### src/rtl/afd_pkg.sv
package afd_pkg;
    typedef enum logic [1:0] {
        DB_IDLE = 2'd0,
        DB_RING = 2'd1,
        DB_BUSY = 2'd2
    } db_state_t;

    typedef enum logic {
        PB_IDLE = 1'b0,
        PB_PLAY = 1'b1
    } pb_state_t;
endpackage

### src/rtl/afd_ram.sv
// One write port, one combinational read port; each side of the bank
// belongs to a different agent.
module afd_ram #(
    parameter int unsigned DATA_W = 32,
    parameter int unsigned DEPTH  = 32,
    parameter int unsigned AW     = $clog2(DEPTH)
) (
    input  logic              clk,
    input  logic              wr_en,
    input  logic [AW-1:0]     wr_addr,
    input  logic [DATA_W-1:0] wr_data,
    input  logic [AW-1:0]     rd_addr,
    output logic [DATA_W-1:0] rd_data
);
    logic [DATA_W-1:0] mem [DEPTH];

    always_ff @(posedge clk) begin
        if (wr_en) begin
            mem[wr_addr] <= wr_data;
        end
    end

    assign rd_data = mem[rd_addr];
endmodule

### src/rtl/afd_capture.sv
// Input-side address counter: sample index plus half select.
module afd_capture #(
    parameter int unsigned FRAME_LEN = 16,
    parameter int unsigned IDX_W     = $clog2(FRAME_LEN)
) (
    input  logic             clk,
    input  logic             rst_n,
    input  logic             strobe,
    output logic [IDX_W-1:0] idx,
    output logic             half,
    output logic             frame_done
);
    logic at_last;

    assign at_last    = (idx == IDX_W'(FRAME_LEN - 1));
    assign frame_done = strobe && at_last;

    always_ff @(posedge clk or negedge rst_n) begin
        if (!rst_n) begin
            idx  <= '0;
            half <= 1'b0;
        end else if (strobe) begin
            if (at_last) begin
                idx  <= '0;
                half <= ~half;
            end else begin
                idx  <= idx + IDX_W'(1);
            end
        end
    end
endmodule

### src/rtl/afd_doorbell.sv
// Frame-level handshake with the processing core.
module afd_doorbell
    import afd_pkg::*;
(
    input  logic clk,
    input  logic rst_n,
    input  logic frame_done,
    input  logic frame_half,
    input  logic start_ack,
    input  logic core_done,
    output logic start_irq,
    output logic start_half,
    output logic busy_half,
    output logic done_irq,
    output logic overrun
);
    db_state_t state, state_nx;

    always_ff @(posedge clk or negedge rst_n) begin
        if (!rst_n) begin
            state <= DB_IDLE;
        end else begin
            state <= state_nx;
        end
    end

    always_comb begin
        state_nx = state;
        unique case (state)
            DB_IDLE: if (frame_done) state_nx = DB_RING;
            DB_RING: begin
                if (frame_done)     state_nx = DB_RING;
                else if (start_ack) state_nx = DB_BUSY;
            end
            DB_BUSY: begin
                if (frame_done)     state_nx = DB_RING;
                else if (core_done) state_nx = DB_IDLE;
            end
            default: state_nx = DB_IDLE;
        endcase
    end

    assign start_irq = (state == DB_RING);

    always_ff @(posedge clk or negedge rst_n) begin
        if (!rst_n) begin
            start_half <= 1'b0;
            busy_half  <= 1'b0;
            done_irq   <= 1'b0;
            overrun    <= 1'b0;
        end else begin
            done_irq <= core_done;
            if (frame_done) begin
                start_half <= frame_half;
            end
            if (state == DB_RING && start_ack) begin
                busy_half <= start_half;
            end
            if (state == DB_RING && frame_done && !start_ack) begin
                overrun <= 1'b1;
            end
        end
    end
endmodule

### src/rtl/afd_playback.sv
// Output-side sequencer: one half playing, one half waiting.
module afd_playback
    import afd_pkg::*;
#(
    parameter int unsigned FRAME_LEN = 16,
    parameter int unsigned DATA_W    = 32,
    parameter int unsigned IDX_W     = $clog2(FRAME_LEN)
) (
    input  logic              clk,
    input  logic              rst_n,
    input  logic              load,
    input  logic              load_half,
    input  logic              strobe,
    input  logic [DATA_W-1:0] rd_data,
    output logic              rd_half,
    output logic [IDX_W-1:0]  rd_idx,
    output logic [DATA_W-1:0] pcm_out_data,
    output logic              underrun
);
    pb_state_t state, state_nx;
    logic      nxt_valid, nxt_half;
    logic      at_last;

    assign at_last = (rd_idx == IDX_W'(FRAME_LEN - 1));

    always_ff @(posedge clk or negedge rst_n) begin
        if (!rst_n) begin
            state <= PB_IDLE;
        end else begin
            state <= state_nx;
        end
    end

    always_comb begin
        state_nx = state;
        unique case (state)
            PB_IDLE: if (load) state_nx = PB_PLAY;
            PB_PLAY: if (strobe && at_last && !nxt_valid && !load) state_nx = PB_IDLE;
            default: state_nx = PB_IDLE;
        endcase
    end

    always_ff @(posedge clk or negedge rst_n) begin
        if (!rst_n) begin
            pcm_out_data <= '0;
            underrun     <= 1'b0;
            rd_idx       <= '0;
            rd_half      <= 1'b0;
            nxt_valid    <= 1'b0;
            nxt_half     <= 1'b0;
        end else begin
            if (strobe) begin
                if (state == PB_PLAY) begin
                    pcm_out_data <= rd_data;
                    rd_idx       <= at_last ? '0 : rd_idx + IDX_W'(1);
                end else begin
                    pcm_out_data <= '0;
                    underrun     <= 1'b1;
                end
            end
            if (state == PB_IDLE) begin
                if (load) rd_half <= load_half;
            end else if (strobe && at_last) begin
                if (nxt_valid) begin
                    rd_half   <= nxt_half;
                    nxt_valid <= load;
                    if (load) nxt_half <= load_half;
                end else if (load) begin
                    rd_half <= load_half;
                end
            end else if (load) begin
                nxt_valid <= 1'b1;
                nxt_half  <= load_half;
            end
        end
    end
endmodule

### src/rtl/audio_frame_dma.sv
module audio_frame_dma #(
    parameter int unsigned       FRAME_LEN = 16,
    parameter int unsigned       DATA_W    = 32,
    parameter int unsigned       ADDR_W    = 8,
    parameter logic [ADDR_W-1:0] IN_BASE   = 8'h00,
    parameter logic [ADDR_W-1:0] OUT_BASE  = 8'h40
) (
    input  logic              clk,
    input  logic              rst_n,
    input  logic              pcm_in_strobe,
    input  logic [DATA_W-1:0] pcm_in_data,
    input  logic              pcm_out_strobe,
    output logic [DATA_W-1:0] pcm_out_data,
    output logic              start_irq,
    output logic              start_half,
    input  logic              start_ack,
    input  logic              core_done,
    output logic              done_irq,
    input  logic [ADDR_W-1:0] core_addr,
    input  logic              core_we,
    input  logic [DATA_W-1:0] core_wdata,
    output logic [DATA_W-1:0] core_rdata,
    output logic              overrun,
    output logic              underrun
);
    localparam int unsigned IDX_W      = $clog2(FRAME_LEN);
    localparam int unsigned BANK_DEPTH = 2 * FRAME_LEN;
    localparam int unsigned BANK_AW    = $clog2(BANK_DEPTH);

    logic [IDX_W-1:0]   cap_idx, pb_idx;
    logic               cap_half, frame_done, busy_half, pb_half;
    logic [BANK_AW-1:0] cap_addr, pb_addr;
    logic [ADDR_W-1:0]  in_off, out_off;
    logic               in_hit, out_hit;
    logic [DATA_W-1:0]  in_rd, out_rd;

    assign in_off   = core_addr - IN_BASE;
    assign out_off  = core_addr - OUT_BASE;
    assign in_hit   = (in_off < ADDR_W'(BANK_DEPTH));
    assign out_hit  = (out_off < ADDR_W'(BANK_DEPTH));
    assign core_rdata = in_hit ? in_rd : '0;

    assign cap_addr = cap_half ? BANK_AW'(FRAME_LEN) + BANK_AW'(cap_idx) : BANK_AW'(cap_idx);
    assign pb_addr  = pb_half  ? BANK_AW'(FRAME_LEN) + BANK_AW'(pb_idx)  : BANK_AW'(pb_idx);

    afd_capture #(.FRAME_LEN(FRAME_LEN)) u_capture (
        .clk        (clk),
        .rst_n      (rst_n),
        .strobe     (pcm_in_strobe),
        .idx        (cap_idx),
        .half       (cap_half),
        .frame_done (frame_done)
    );

    afd_ram #(.DATA_W(DATA_W), .DEPTH(BANK_DEPTH)) u_in_bank (
        .clk     (clk),
        .wr_en   (pcm_in_strobe),
        .wr_addr (cap_addr),
        .wr_data (pcm_in_data),
        .rd_addr (in_off[BANK_AW-1:0]),
        .rd_data (in_rd)
    );

    afd_ram #(.DATA_W(DATA_W), .DEPTH(BANK_DEPTH)) u_out_bank (
        .clk     (clk),
        .wr_en   (core_we && out_hit),
        .wr_addr (out_off[BANK_AW-1:0]),
        .wr_data (core_wdata),
        .rd_addr (pb_addr),
        .rd_data (out_rd)
    );

    afd_doorbell u_doorbell (
        .clk        (clk),
        .rst_n      (rst_n),
        .frame_done (frame_done),
        .frame_half (cap_half),
        .start_ack  (start_ack),
        .core_done  (core_done),
        .start_irq  (start_irq),
        .start_half (start_half),
        .busy_half  (busy_half),
        .done_irq   (done_irq),
        .overrun    (overrun)
    );

    afd_playback #(.FRAME_LEN(FRAME_LEN), .DATA_W(DATA_W)) u_playback (
        .clk          (clk),
        .rst_n        (rst_n),
        .load         (core_done),
        .load_half    (busy_half),
        .strobe       (pcm_out_strobe),
        .rd_data      (out_rd),
        .rd_half      (pb_half),
        .rd_idx       (pb_idx),
        .pcm_out_data (pcm_out_data),
        .underrun     (underrun)
    );
endmodule

### config.mk
export PLATFORM = sky130hd
export DESIGN_NAME = audio_frame_dma
export DESIGN_NICKNAME = d
export VERILOG_FILES = /design/src/rtl/afd_pkg.sv /design/src/rtl/afd_ram.sv /design/src/rtl/afd_capture.sv /design/src/rtl/afd_doorbell.sv /design/src/rtl/afd_playback.sv /design/src/rtl/audio_frame_dma.sv
export SDC_FILE = /design/constraint.sdc
export NUM_CORES = 2
export LEC_CHECK = 0
export BUFFER_PORTS_ARGS = -buffer_cell sky130_fd_sc_hd__buf_4
export CAP_MARGIN = 0
export CORE_MARGIN = 2
export CORE_UTILIZATION = 62
export CTS_CLUSTER_DIAMETER = 100
export DETAILED_ROUTE_END_ITERATION = 12
export PLACE_DENSITY = 0.79
export REMOVE_ABC_BUFFERS = 1
export SETUP_SLACK_MARGIN = 0.05
export SYNTH_ARGS = -nofsm -noshare
export SYNTH_HDL_FRONTEND = slang
export SYNTH_SLANG_ARGS = --single-unit
### constraint.sdc
create_clock -name clk -period 4.55 [get_ports clk]
set_clock_uncertainty 0.05 [all_clocks]
set_input_delay 0.2275 -clock clk [delete_from_list [all_inputs] [get_ports clk]]
set_output_delay 0.2275 -clock clk [all_outputs]
set_load 0.1 [all_outputs]
== After elaboration in Yosys (flattened, before gate mapping) ==
Memories as Yosys holds them, arrays and structs flattened.
Index checks and enable logic that the tools add are counted.
Word-level totals
  memory bits (writable): 2048
  bits of input ports: 79
  bits in registers: 52
  memories: 2
  logic and storage cells: 82
  output and inout port bits: 69
Memory list
  u_in_bank.mem: depth 32, bits a word 32, read ports 1, clocked after Yosys merged registers in 0, write ports 1, RTL line afd_ram.sv:15  | logic [DATA_W-1:0] mem [DEPTH];
  u_out_bank.mem: depth 32, bits a word 32, read ports 1, clocked after Yosys merged registers in 0, write ports 1, RTL line afd_ram.sv:15
Operators by class
  mux-type cells: 29
  $add $sub $neg: 5
  equal/unequal tests: 9
  reduce and logical (&&, ||, !) cells: 19
  $lt $le $gt $ge: 2
  bitwise logic cells: 2
Operators by type and width (number)
  32-bit 2-to-1 mux: 2
  8-bit by 6-bit less-than comparator with 1-bit output (second input constant): 2
  1-bit 2-to-1 mux: 16
  5-bit by 4-bit adder with 5-bit output (first input constant): 2
  2-bit 2-to-1 mux: 5
  5-bit 2-to-1 mux: 2
  2-bit AND reduction: 5
  4-bit by 1-bit adder with 4-bit output (second input constant): 2
  4-bit == test (second input constant): 2
  1-bit logical AND: 8
  4-bit 2-to-1 mux: 2
  8-bit by 7-bit subtractor with 8-bit output (second input constant): 1
  2-bit one-hot mux with 3 select lines: 1
  2-bit by 1-bit != test with 1-bit output (second input constant): 2
  1-bit logical NOT: 3
  3-bit by 1-bit != test with 1-bit output (second input constant): 1
  3-bit by 2-bit != test with 1-bit output (second input constant): 1
  3-bit AND reduction: 1
  2-bit by 1-bit == test with 1-bit output (second input constant): 1
  2-bit == test (second input constant): 1
  2-bit logical NOT: 1
  2-bit != test (second input constant): 1
  1-bit inverter: 2
  1-bit one-hot mux with 2 select lines: 1
  2-bit nonzero test: 1

== Logic depth before layout (Yosys ltp) ==
  word-level depth: 6
  mapped depth: 9
  depth with buffers taken out: 5

== Modules after synthesis ==
From an unflattened synthesis, not the netlist that was laid out.
Second synthesis, totals
  cell total of the unflattened synthesis: 4718
  area, all modules: 82549.2 sq um
By module, submodules not included
  afd_ram: times used 2, sequential area each 30749.5 sq um, area an instance 39844.5 sq um, cells each 2228
  afd_playback: times used 1, sequential area each 1026.0 sq um, area an instance 1750.4 sq um, cells each 180
  audio_frame_dma: times used 1, sequential area each 0.0 sq um, area an instance 641.9 sq um, cells each 45
  afd_capture: times used 1, sequential area each 125.1 sq um, area an instance 239.0 sq um, cells each 21
  afd_doorbell: times used 1, sequential area each 150.1 sq um, area an instance 229.0 sq um, cells each 16

== Least setup slack after synthesis ==
No wires, ideal clock.
  path kind: input-to-reg
  start: input port core_addr[1]
  end: memory u_out_bank.mem[27][0], enable pin
  library setup time: 461 ps
  slack: 591 ps
  data arrival time: 3448 ps
  data required time: 4039 ps
  stages on the path: 6
  path buffers: 4
  cell sequence: clkbuf_1 -> buf_2 -> buf_2 -> buf_2 -> nand3_1 -> nor3_1
On the way
  word-level cells in the longest chain between the ends: 5
Ends and longest elaborated chain
  from (decl): RTL line audio_frame_dma.sv:19  | input logic [ADDR_W-1:0] core_addr,
  8-bit by 7-bit subtractor with 8-bit output (*): RTL line audio_frame_dma.sv:38  | assign out_off = core_addr - OUT_BASE;
  8-bit by 6-bit less-than comparator with 1-bit output: RTL line audio_frame_dma.sv:40  | assign out_hit = (out_off < ADDR_W'(BANK_DEPTH));
  1-bit logical AND: RTL line audio_frame_dma.sv:66  | .wr_en (core_we && out_hit),
  1-bit 2-to-1 mux: RTL line afd_ram.sv:18  | if (wr_en) begin
  1-bit 2-to-1 mux (not written as such): RTL line afd_ram.sv:19  | mem[wr_addr] <= wr_data;
  to (decl): RTL line afd_ram.sv:15
Every way passes the cells marked *; elsewhere a longest branch is shown, timed or not.

== Final worst setup path ==
  start: input port core_addr[2]
  end: output port core_rdata[23]
On the way
  word-level cells in the longest chain between the ends: 2
  elaborated cells between the ends (all ways): 3
  classes of those cells: 1 x order compare; 1 x mux; 1 x memory
Ends and longest elaborated chain
  memory 32 x 32 bit / 8-bit by 6-bit less-than comparator with 1-bit output (equally long branches)
  32-bit 2-to-1 mux (*): RTL line audio_frame_dma.sv:41  | assign core_rdata = in_hit ? in_rd : '0;
  to (decl): RTL line audio_frame_dma.sv:22  | output logic [DATA_W-1:0] core_rdata,
Marked as above.

==> results.yml <==
yosys:
  syn_area_per_cell_um2: 20.0
  yosysTopAreaCellShare_pct: 76.6
  async_flop_share_pct: 2.48
  synthMuxAreaShare_pct: 14.8
  syn_area_um2: 80300
  synthTopCellsByArea: "edfxtp_1 (77%), mux2i_1 (8.0%), mux4_2 (5.4%)"
  synth-compound-area-share_pct: 3.58
  synth-seq-area-share_pct: 78.2
  ys_warn_count: 0
  synth-seq-cells: 2100
  synth_top_family_by_area: "multiplexers"
  synth_top_cell_by_area: "edfxtp_1"
  synth_cell_types: 44
  synthSimpleGateAreaFrac_pct: 1.81
  synth_edf_count: 2048
  synthAdderAreaFrac_pct: 0.0779
  yosys.area_share.xor_xnor_pct: 0.0218
  synth_ff_type: "edfxtp_1"
  synthCells: 4022
floorplan:
  ioPinCount: 148
  die_h_um: 364
  placementRows: 132
  coreArea_um2: 129000
  die_x_um: 364
  die_area_um2: 132000
  initial_utilization_pct: 62.2
clock_tree:
  cts.path.max_buffers: 3
  cts_setup_buffers: 0
  cts_root_buffer: "clkbuf_16"
  h-tree-depth: 4
  cts_resized: 0
  path_clk_slew_ns: 0.06
  cts_tree: "built"
  numCtsBuffers: 195
  cts_sinks: 2100
  clock_latency_ns: 0.83
timing:
  setup_viol: 0
  period_share_pct: 77.8
  slew-limit-headroom_pct: 12.5
  drv_slew: 0
  final-hold-violation-count: 0
  tns_ns: 0
  rsz0062_at_grt: "no"
  post-route-min-period_ns: 3.54
  hold-worst-slack_ns: 0.162
  worst_pin_slew_ns: 1.31
  fmax_mhz: 283
  worst_slack_ns: 1.01
cells_and_area:
  final_cell_count_no_fill: 6263
  drive_gt1_share_pct: 21.1
  nets: 4435
  syn_to_final_growth_pct: 13.9
worst_setup_path:
  slowest_stage: "nand4_1"
  cp_num_buf_inv: 3
  critical_path_class: "in2out"
  cp_max_fo: 27
  slowest_delay_ns: 0.84
  cp-start-kind: "primary input"
  critical_path.most_common_cell: "buf_4"
  critPathArrivalTime_ns: 3.26
  critPathCaptureType: "output pin"
  worstPathRequired_ns: 4.27
  path_cells: "buf_4, nand4_1, buf_4, o22ai_1, nor4_1, a21oi_1, buf_4"
  critPathTopFamily: "buffers and inverters"
global_route:
  grt_max_degree: 97
  grt_usage_pct: 30.5
  antenna_found_initial: 9
  grt_pass1_wl_um: 287000
  grt_pass1_vias: 42400
  grt_overflow: 0
detailed_routing:
  vias_per_cell: 6.75
  routed_wl_um: 200000
  drt-initial-drc-count: 6179
  detail-route-antenna-nets: 0
  wl_per_cell_um: 32.0
  drtPass1Iterations: 6
  num_vias: 42300
  drcViolationCount: 0
power_and_ir_drop:
  power_density_nw_per_um2: 509
  power_frac_seq_pct: 48.4
  peakVddDrop_mv: 0.427
  switching_share_pct: 26.8
  p_leak_uw: 0.0306
  p_int_uw: 34100
  power.switching_uw: 12500
  pwr-share-comb_pct: 16.9
  finalPower_uw: 46600
  clock_power_share_pct: 34.7
place:
  dp.cells: 5824
  portBuffers: 147
  post-dp-hpwl_um: 105000
  place_congestion: 0.823
  preCtsSetupSlack_ns: 1.19
outcome:
  status: "complete, no violations"
flow_run:
  maxCapViolCount: 0
min_path:
  min_path_type: "in2reg"
-- synth_stat cells (all sizes together) (3+ instances only) --
cell	n
a21oi	40
o2111ai	32
ha	5
dfrtp	52
edfxtp	2048
o22ai	256
nor2b	3
mux2i	638
nor3	16
mux4	193
o21ai	8
nand4b	4
mux2	99
or4b	4
nor2	57
nand2b	3
nand3b	6
inv	37
nand4bb	6
nor4	64
nand2	55
nand3	39
or3	3
buf	120
a22oi	94
nand4	4
clkbuf	117
-- final timing paths --
kind / from / endpoint / slack, ns / depth (start not counted)
min: core_done / u_playback.state / 0.16 / 4
min in group asynchronous: rst_n / u_playback.pcm_out_data[6] / 0.46 / 4
max reg2reg: u_capture.idx[0] / u_in_bank.mem[16][12] / 1.42 / 5
max: core_addr[2] / core_rdata[23] / 1.01 / 7
min reg2reg: u_playback.underrun / u_playback.underrun / 0.41 / 1
max in group asynchronous: rst_n / u_playback.rd_idx[2] / 3.31 / 4
-- cells by family (layout without fill, tap and decap cells) --
kind of cell             Yosys count  in the layout
AO/OA/AOI/OAI                    436            436
XOR/XNOR                           2              2
adder cells (fa/ha/maj)            5              5
buffers and inverters            274            770
flip-flops                      2100           2100
multiplexers                     930            930
other                              0              3
AND/OR/NAND/NOR                  275            275
-- per-layer routing --
metal	global-route usage, %	vias to the layer above	wire (um)
li1	-	17200	-
met1	40.0	21700	71400
met2	49.6	2799	98100
met3	6.32	574	21100
met4	14.1	12	9770
met5	0	-	76
-- cell type report --
type                            instances  area (um2)
Tap cell                             1742        2180
Fill cell                            7446       37600
Timing Repair Buffer                  369        3190
Clock inverter                        108        1030
Sequential cell                      2100       62800
Multi-Input combinational cell       1648       16800
Antenna cell                            3        7.51
Clock buffer                          256        5240
Inverter                               37         139
-- worst min-delay path: stages --
cell,delay [ns]
dlygate4sd3_1,0.53
buf_4,0.11
inv_1,0.07
nand2_1,0.07
-- flip-flops by register name, indices dropped and copies added (netlist names), 2 cells and up --
| signal | cells |
|---|---|
| u_in_bank.mem | 1024 |
| u_playback.rd_idx | 4 |
| u_doorbell.state | 2 |
| u_playback.pcm_out_data | 32 |
| u_capture.idx | 4 |
| u_out_bank.mem | 1024 |
-- placed cells by master (no fill, tap or decap), types with 5 or more instances in the layout --
cell	netlist	routed
a21oi_1	40	40
a22oi_1	94	94
buf_12	0	19
buf_4	2	278
bufinv_16	0	18
clkbuf_1	117	51
clkbuf_16	0	198
clkbuf_8	0	7
clkinv_1	0	42
clkinv_2	0	26
clkinvlp_4	0	7
dfrtp_1	52	49
dlygate4sd3_1	0	71
edfxtp_1	2048	2048
ha_1	5	5
inv_1	37	37
inv_6	0	11
mux2_2	99	99
mux2i_1	638	638
mux4_2	193	193
nand2_1	55	55
nand3_1	39	39
nand3b_1	6	6
nor2_1	57	7
nor2_4	0	50
nor3_2	0	16
nor4_1	64	64
o2111ai_1	32	32
o21ai_0	8	8
o22ai_1	256	256
-- timing repair --
| action | CTS | global route |
|---|---|---|
| hold buffers | 72 | 0 |
| hold endpoints to repair | 2123 | 0 |
| endpoints found under the setup margin | 0 | 0 |
-- metrics by stage --
| stage | area [um2] | utilization (%) |
|---|---|---|
| final | 91400 | 70.9 |
| after global routing | 91400 | 70.9 |
| after CTS | 91400 | 70.9 |
| after detailed placement | 84400 | 65.4 |
| after global placement | 84400 | 65.4 |
| after floorplan | 79200 | - |
-- power groups by stage --
stage                     registers, uW  logic [uW]  clock network (uW)
after floorplan                   24300        4280                   0
after global placement            22900        7570                   0
after detailed placement          22900        7700                   0
after CTS                         22500        7860               16200
after global routing              22600        8250               17000
final                             22500        7880               16200
Power figures use the tool's default switching activity.
